==> src/rtl/spiStatusPkg.sv <==
package spiStatusPkg;
  localparam int STATUS_W = 8;
  localparam int BITCNT_W = $clog2(STATUS_W);

  typedef enum logic [2:0] {
    ST_IDLE,
    ST_CMD,
    ST_READ,
    ST_WRDATA,
    ST_IGNORE
  } ctlState_t;

  typedef struct packed {
    logic sessionClr;
    logic rxShift;
    logic txLoad;
    logic txShift;
    logic lockWrite;
  } dpStrobe_t;
endpackage

==> src/rtl/spiEdgeSync.sv <==
module spiEdgeSync #(
  parameter int STAGES = 2
) (
  input  logic clk,
  input  logic rstN,
  input  logic sck,
  input  logic csN,
  input  logic si,
  output logic sckRise,
  output logic sckFall,
  output logic csActive,
  output logic siBit
);
  logic [STAGES-1:0] sckPipe;
  logic [STAGES-1:0] csPipe;
  logic [STAGES-1:0] siPipe;
  logic sckLast;

  always_ff @(posedge clk or negedge rstN) begin
    if (!rstN) begin
      sckPipe <= '0;
      csPipe  <= '1;
      siPipe  <= '0;
      sckLast <= 1'b0;
    end else begin
      sckPipe <= {sckPipe[STAGES-2:0], sck};
      csPipe  <= {csPipe[STAGES-2:0], csN};
      siPipe  <= {siPipe[STAGES-2:0], si};
      sckLast <= sckPipe[STAGES-1];
    end
  end

  assign csActive = ~csPipe[STAGES-1];
  assign siBit    = siPipe[STAGES-1];
  assign sckRise  = csActive & sckPipe[STAGES-1] & ~sckLast;
  assign sckFall  = csActive & ~sckPipe[STAGES-1] & sckLast;
endmodule

==> src/rtl/statusCtl.sv <==
module statusCtl
  import spiStatusPkg::*;
#(
  parameter logic [STATUS_W-1:0] RD_OPCODE = 8'h05,
  parameter logic [STATUS_W-1:0] WR_OPCODE = 8'h01
) (
  input  logic                clk,
  input  logic                rstN,
  input  logic                csActive,
  input  logic                sckRise,
  input  logic                sckFall,
  input  logic                lastBit,
  input  logic                txAtStart,
  input  logic [STATUS_W-1:0] rxNext,
  output dpStrobe_t           strobe,
  output ctlState_t           ctlState
);
  ctlState_t nextState;
  logic byteDone;

  assign byteDone = sckRise & lastBit;

  always_comb begin
    strobe            = '0;
    strobe.sessionClr = ~csActive;
    nextState         = ctlState;
    if (!csActive) begin
      nextState = ST_IDLE;
    end else begin
      unique case (ctlState)
        ST_IDLE, ST_CMD: begin
          strobe.rxShift = sckRise;
          nextState      = ST_CMD;
          if (byteDone) begin
            if (rxNext == RD_OPCODE)      nextState = ST_READ;
            else if (rxNext == WR_OPCODE) nextState = ST_WRDATA;
            else                          nextState = ST_IGNORE;
          end
        end
        ST_READ: begin
          strobe.txLoad  = sckFall & txAtStart;
          strobe.txShift = sckFall & ~txAtStart;
        end
        ST_WRDATA: begin
          strobe.rxShift = sckRise;
          if (byteDone) begin
            strobe.lockWrite = 1'b1;
            nextState        = ST_IGNORE;
          end
        end
        default: ;
      endcase
    end
  end

  always_ff @(posedge clk or negedge rstN) begin
    if (!rstN) ctlState <= ST_IDLE;
    else       ctlState <= nextState;
  end

  // the lock flag is only ever written from the write-data phase
  assert_lock_write_phase_R8: assert property (@(posedge clk) disable iff (!rstN)
    strobe.lockWrite |=> (ctlState == ST_IGNORE));
endmodule

==> src/rtl/statusDp.sv <==
module statusDp
  import spiStatusPkg::*;
(
  input  logic                clk,
  input  logic                rstN,
  input  dpStrobe_t           strobe,
  input  logic                siBit,
  input  logic [STATUS_W-2:0] liveStatus,
  output logic                lastBit,
  output logic                txAtStart,
  output logic [STATUS_W-1:0] rxNext,
  output logic                soBit,
  output logic                soEn,
  output logic                lockBit
);
  logic [BITCNT_W-1:0] bitCnt;
  logic [BITCNT_W-1:0] txCnt;
  logic [STATUS_W-1:0] rxReg;
  logic [STATUS_W-1:0] txReg;
  logic                txLast;

  assign lastBit   = (bitCnt == BITCNT_W'(STATUS_W - 1));
  assign txLast    = (txCnt == BITCNT_W'(STATUS_W - 1));
  assign txAtStart = (txCnt == '0);
  assign rxNext    = {rxReg[STATUS_W-2:0], siBit};
  assign soBit     = txReg[STATUS_W-1];

  always_ff @(posedge clk or negedge rstN) begin
    if (!rstN) begin
      bitCnt  <= '0;
      txCnt   <= '0;
      rxReg   <= '0;
      txReg   <= '0;
      soEn    <= 1'b0;
      lockBit <= 1'b0;
    end else begin
      if (strobe.sessionClr) begin
        bitCnt <= '0;
        txCnt  <= '0;
        soEn   <= 1'b0;
      end else begin
        if (strobe.rxShift) begin
          rxReg  <= rxNext;
          bitCnt <= lastBit ? '0 : bitCnt + 1'b1;
        end
        if (strobe.txLoad) begin
          txReg <= {lockBit, liveStatus};
          txCnt <= BITCNT_W'(1);
          soEn  <= 1'b1;
        end else if (strobe.txShift) begin
          txReg <= {txReg[STATUS_W-2:0], 1'b0};
          txCnt <= txLast ? '0 : txCnt + 1'b1;
        end
      end
      if (strobe.lockWrite) lockBit <= rxNext[STATUS_W-1];
    end
  end

  // receive and transmit never act in the same cycle
  assert_single_action_R3: assert property (@(posedge clk) disable iff (!rstN)
    $onehot0({strobe.rxShift, strobe.txLoad, strobe.txShift}));

  // a snapshot is captured only at a byte boundary of the output stream
  assert_snapshot_at_start_R5: assert property (@(posedge clk) disable iff (!rstN)
    strobe.txLoad |=> (txCnt == BITCNT_W'(1)) && soEn);
endmodule

==> src/rtl/spiStatusResponder.sv <==
module spiStatusResponder
  import spiStatusPkg::*;
#(
  parameter int                  SYNC_STAGES = 2,
  parameter logic [STATUS_W-1:0] RD_OPCODE   = 8'h05,
  parameter logic [STATUS_W-1:0] WR_OPCODE   = 8'h01
) (
  input  logic       clk,
  input  logic       rstN,
  input  logic       spiSck,
  input  logic       spiCsN,
  input  logic       spiSi,
  output logic       spiSo,
  output logic       spiSoEn,
  input  logic       busyIn,
  input  logic       welIn,
  input  logic [1:0] swProtIn,
  input  logic       wpPinNIn,
  input  logic       progErrIn,
  input  logic       seqModeIn,
  output logic       lockOut
);
  logic sckRise, sckFall, csActive, siBit;
  logic lastBit, txAtStart, soBit, soEn;
  logic [STATUS_W-1:0] rxNext;
  logic [STATUS_W-2:0] liveStatus;
  dpStrobe_t strobe;
  ctlState_t ctlState;

  assign liveStatus = {seqModeIn, progErrIn, wpPinNIn, swProtIn, welIn, busyIn};

  spiEdgeSync #(.STAGES(SYNC_STAGES)) u_sync (
    .clk(clk), .rstN(rstN), .sck(spiSck), .csN(spiCsN), .si(spiSi),
    .sckRise(sckRise), .sckFall(sckFall), .csActive(csActive), .siBit(siBit)
  );

  statusCtl #(.RD_OPCODE(RD_OPCODE), .WR_OPCODE(WR_OPCODE)) u_ctl (
    .clk(clk), .rstN(rstN), .csActive(csActive), .sckRise(sckRise),
    .sckFall(sckFall), .lastBit(lastBit), .txAtStart(txAtStart),
    .rxNext(rxNext), .strobe(strobe), .ctlState(ctlState)
  );

  statusDp u_dp (
    .clk(clk), .rstN(rstN), .strobe(strobe), .siBit(siBit),
    .liveStatus(liveStatus), .lastBit(lastBit), .txAtStart(txAtStart),
    .rxNext(rxNext), .soBit(soBit), .soEn(soEn), .lockBit(lockOut)
  );

  assign spiSoEn = soEn;
  assign spiSo   = soEn ? soBit : 1'b0;

  // deselect always releases the output
  assert_release_on_deselect_R6: assert property (@(posedge clk) disable iff (!rstN)
    !csActive |=> !spiSoEn);

  // output is driven only while serving a read
  assert_quiet_outside_read_R9: assert property (@(posedge clk) disable iff (!rstN)
    (ctlState != ST_READ) |-> !spiSoEn);

  // output data moves only after a falling serial edge
  assert_bit_on_fall_R3: assert property (@(posedge clk) disable iff (!rstN)
    !sckFall |=> $stable(soBit));

  // lock flag changes only after the write-data phase
  assert_lock_source_R8: assert property (@(posedge clk) disable iff (!rstN)
    !$stable(lockOut) |-> ($past(ctlState) == ST_WRDATA));
endmodule

==> config.mk <==
export PLATFORM = sky130hd
export DESIGN_NAME = spiStatusResponder
export DESIGN_NICKNAME = d
export VERILOG_FILES = /design/src/rtl/spiStatusPkg.sv /design/src/rtl/spiEdgeSync.sv /design/src/rtl/statusCtl.sv /design/src/rtl/statusDp.sv /design/src/rtl/spiStatusResponder.sv
export SDC_FILE = /design/constraint.sdc
export NUM_CORES = 1
export LEC_CHECK = 0
export ABC_AREA = 1
export BUFFER_PORTS_ARGS = -buffer_cell sky130_fd_sc_hd__clkbuf_2
export CAP_MARGIN = 20
export CORE_ASPECT_RATIO = 1.25
export CORE_UTILIZATION = 40
export CTS_BUF_LIST = sky130_fd_sc_hd__clkbuf_16
export CTS_CLUSTER_DIAMETER = 30
export CTS_CLUSTER_SIZE = 24
export DETAILED_ROUTE_END_ITERATION = 7
export GPL_TIMING_DRIVEN = 0
export SETUP_SLACK_MARGIN = 0.5
export SYNTH_ARGS = -nofsm -noshare
export SYNTH_HDL_FRONTEND = slang
export SYNTH_SLANG_ARGS = --single-unit
==> constraint.sdc <==
create_clock -name clk -period 3.74 [get_ports clk]
set_input_delay 0.187 -clock clk [delete_from_list [all_inputs] [get_ports clk]]
set_output_delay 0.187 -clock clk [all_outputs]
set_load 0.01 [all_outputs]
==> results.ini <==
[outcome]
violations = negative hold slack
run_status = finished, violations left

[clock_tree]
cts_root_buffer = clkbuf_16
cts.path.max_buffers = 2
numCtsBuffers = 5
worstSkewPairLatency_ns = 0.28
cts_tree = built
htree_levels = 2
ctsResizeCount = 0
clkSinkCount = 33
clkTransAtPathRegs_ns = 0.05

[routing]
vias = 1092
postRouteAntennaNets = 0
drt-total-wl_mm = 2.63
vias_per_cell = 4.85
drc_errors = 0
drt_iter0_drc = 50
drt_pass1_iterations = 4
wire_per_inst_um = 11.7

[power]
power_density_nw_per_um2 = 479
vdd_drop_max_v = 0.000457
p_switching_mw = 0.192
intPower_mw = 0.646
leakagePower_nw = 0.866
pwr-share-seq_pct = 47.0
swShare_pct = 22.9
pwr-share-clk_pct = 45.5
combPwrFrac_pct = 7.6

[timing]
hold_ws_ns = -0.0108
slew_violations = 0
finalHoldViolCount = 14
skew_ns = 0.00626
fmax_ghz = 0.720
max_slew_margin_pct = 46.5
setup_viol = 0
period_needed_ns = 1.39
rsz0062_at_grt = false
worstMarginPinSlew_ns = 0.803
fin_crit_sh_pct = 37.1
finalSetupTns_ns = 0

[synth]
ys_seq_area_share_pct = 55.9
yosys_warnings = 0
netlist_instances = 163
syn-cell-area_um2 = 1480
ys_seq_elements = 33
ys_types = 22
avgSynthCellArea_um2 = 9.10
synth_fp_nets = 180

[floorplanning]
core_area_um2 = 3510
pin_count = 15
rows = 24
start_util_pct = 42.2
design.die.area_um2 = 3960
die_w_um = 56.5
die_y_um = 70.1

[hold_path]
hold_path_class = primary input to asynchronous set/reset pin

[setup_path]
worst-r2r-cell-count = 6
end_kind = flip-flop
path_class = flip-flop to flip-flop
startpoint_type = flip-flop
path_max_fanout = 4
worstPathRequired_ns = 3.91
worst_ep_arrival_time_ns = 1.55

[placement]
place.gp.congestion = 0.743
dp_cells = 216
dp_hpwl_mm = 1.86
io_buffers = 14

[layout]
final_nets = 202
syn_to_final_growth_pct = 18.1
drive_above_1_share_pct = 19.4
final_cells = 225
antennaDiodeCount = 0
fin_util_pct = 49.8

[global_route]
grt_usage_pct = 15.8
grt_max_degree = 34
grt_pass1_vias = 1042
overflow = 0
antenna_found_initial = 0
grt_pass1_wl_mm = 4.62

[run]
timing.max_cap.violations = 0

==> power groups by stage <==
stage / Sequential, mW / Clock (mW) / Combinational [mW]
floorplan: 0.396 / 0 / 0.0427
global placement: 0.398 / 0 / 0.0617
CTS: 0.394 / 0.394 / 0.0652
finish: 0.393 / 0.381 / 0.0634
global route: 0.396 / 0.412 / 0.0740
detailed placement: 0.400 / 0 / 0.0634
==> sequential cells by signal, summed over array words and instances (netlist names) <==
register and count:
u_dp.bitCnt 3, u_dp.lockBit 1, u_dp.txReg 8, u_sync.siPipe 2, u_ctl.ctlState 3, u_dp.rxReg 7, u_sync.sckLast 1, u_sync.sckPipe 2
u_dp.soEn 1, u_sync.csPipe 2, u_dp.txCnt 3
==> synthesized netlist by cell type (all sizes together) <==
library cell  number  area, um2
nor3               2       15.0
dfstp              2       52.6
o21bai             1       7.51
nand3             18       95.1
o21ai             13       68.8
nand4              1       6.26
buf                2       22.5
dfrtp             31        776
nand2             56        220
inv               18       67.6
nor2              12       67.6
ha                 5       62.6
o31ai              1       7.51
clkbuf             1       13.8
==> metal layers <==
metal | wire length [um] | GRT usage, % | share of wire [%] | vias to the layer above
met2 | 1320 | 25.9 | 50 | 21
met4 | 60 | 7.32 | 2.3 | 0
met3 | 112 | 6.67 | 4.3 | 5
met1 | 1130 | 17.5 | 43 | 505
li1 | - | - | - | 561
met5 | 0 | 0 | 0 | -
==> cells in the final DEF, fill, tap and decap left out, drive strengths merged, types with 2 or more instances in the layout <==
master | netlist | layout
nand3 | 18 | 18
nand2 | 56 | 56
o21ai | 13 | 13
dfrtp | 31 | 31
inv | 18 | 19
dfstp | 2 | 2
buf | 2 | 2
clkbuf | 1 | 20
nor2 | 12 | 12
nor3 | 2 | 2
ha | 5 | 5
clkinv | 0 | 2
==> stage by stage <==
step | total power, mW | setup slack, ns | hold WS (ns) | area (um2)
4_1_cts | 0.852 | 2.35 | 0.0128 | 1750
2_1_floorplan | 0.439 | 2.52 | -0.109 | 1480
3_3_place_gp | 0.460 | 2.39 | 0.274 | 1600
3_5_place_dp | 0.463 | 2.36 | 0.284 | 1600
5_1_grt | 0.882 | 2.21 | 0.00611 | 1750
6_report | 0.838 | 2.35 | -0.0108 | 1750
==> worst paths after layout <==
kind	from	end	slack (ns)
hold / removal	rstN	u_dp.txCnt[2]$_DFFE_PN0P_	-0.01
setup / recovery	u_dp.bitCnt[0]$_DFFE_PN0P_	u_ctl.ctlState[2]$_DFFE_PN0P_	2.35
min in group clk	spiSck	u_sync.sckPipe[0]$_DFF_PN0_	0.02
hold reg to reg	u_sync.siPipe[0]$_DFF_PN0_	u_sync.siPipe[1]$_DFF_PN0_	0.35
setup reg to reg	u_dp.bitCnt[0]$_DFFE_PN0P_	u_ctl.ctlState[2]$_DFFE_PN0P_	2.35
max in group asynchronous	rstN	u_dp.rxReg[3]$_DFFE_PN0P_	3.24
==> timing repair <==
action,in CTS,in global routing
hold buffers,1,0
hold endpoints to repair,1,0
buffers inserted,0,0
==> kinds of logic (layout without fill, tap and decap cells) <==
logic type,count (synthesis),count (layout),share of synthesized area (%)
AOI/OAI and AO/OA,15,15,5.65
adders and majority gates,5,5,4.22
buffers and inverters,21,44,7.00
DFF,33,33,55.9
and+or+nand+nor,89,89,27.3
==> worst max-delay path, stage by stage (launching register included) <==
cell	delay, ns
dfrtp_1	0.40
ha_1	0.21
ha_1	0.20
nand3_1	0.17
nand3_1	0.13
nand3_1	0.11
nand2_1	0.06
==> area by class of cell <==
type | count | area (um2)
tap | 39 | 48.8
sequential | 33 | 828
clock buffer | 5 | 125
multi-input combinational | 109 | 551
fill | 343 | 1760
buffer | 3 | 36.3
inverter | 18 | 67.6
clock inverter | 3 | 13.8
timing repair buffer | 15 | 80.1
No activity file was read; power rests on OpenSTA's default activity.
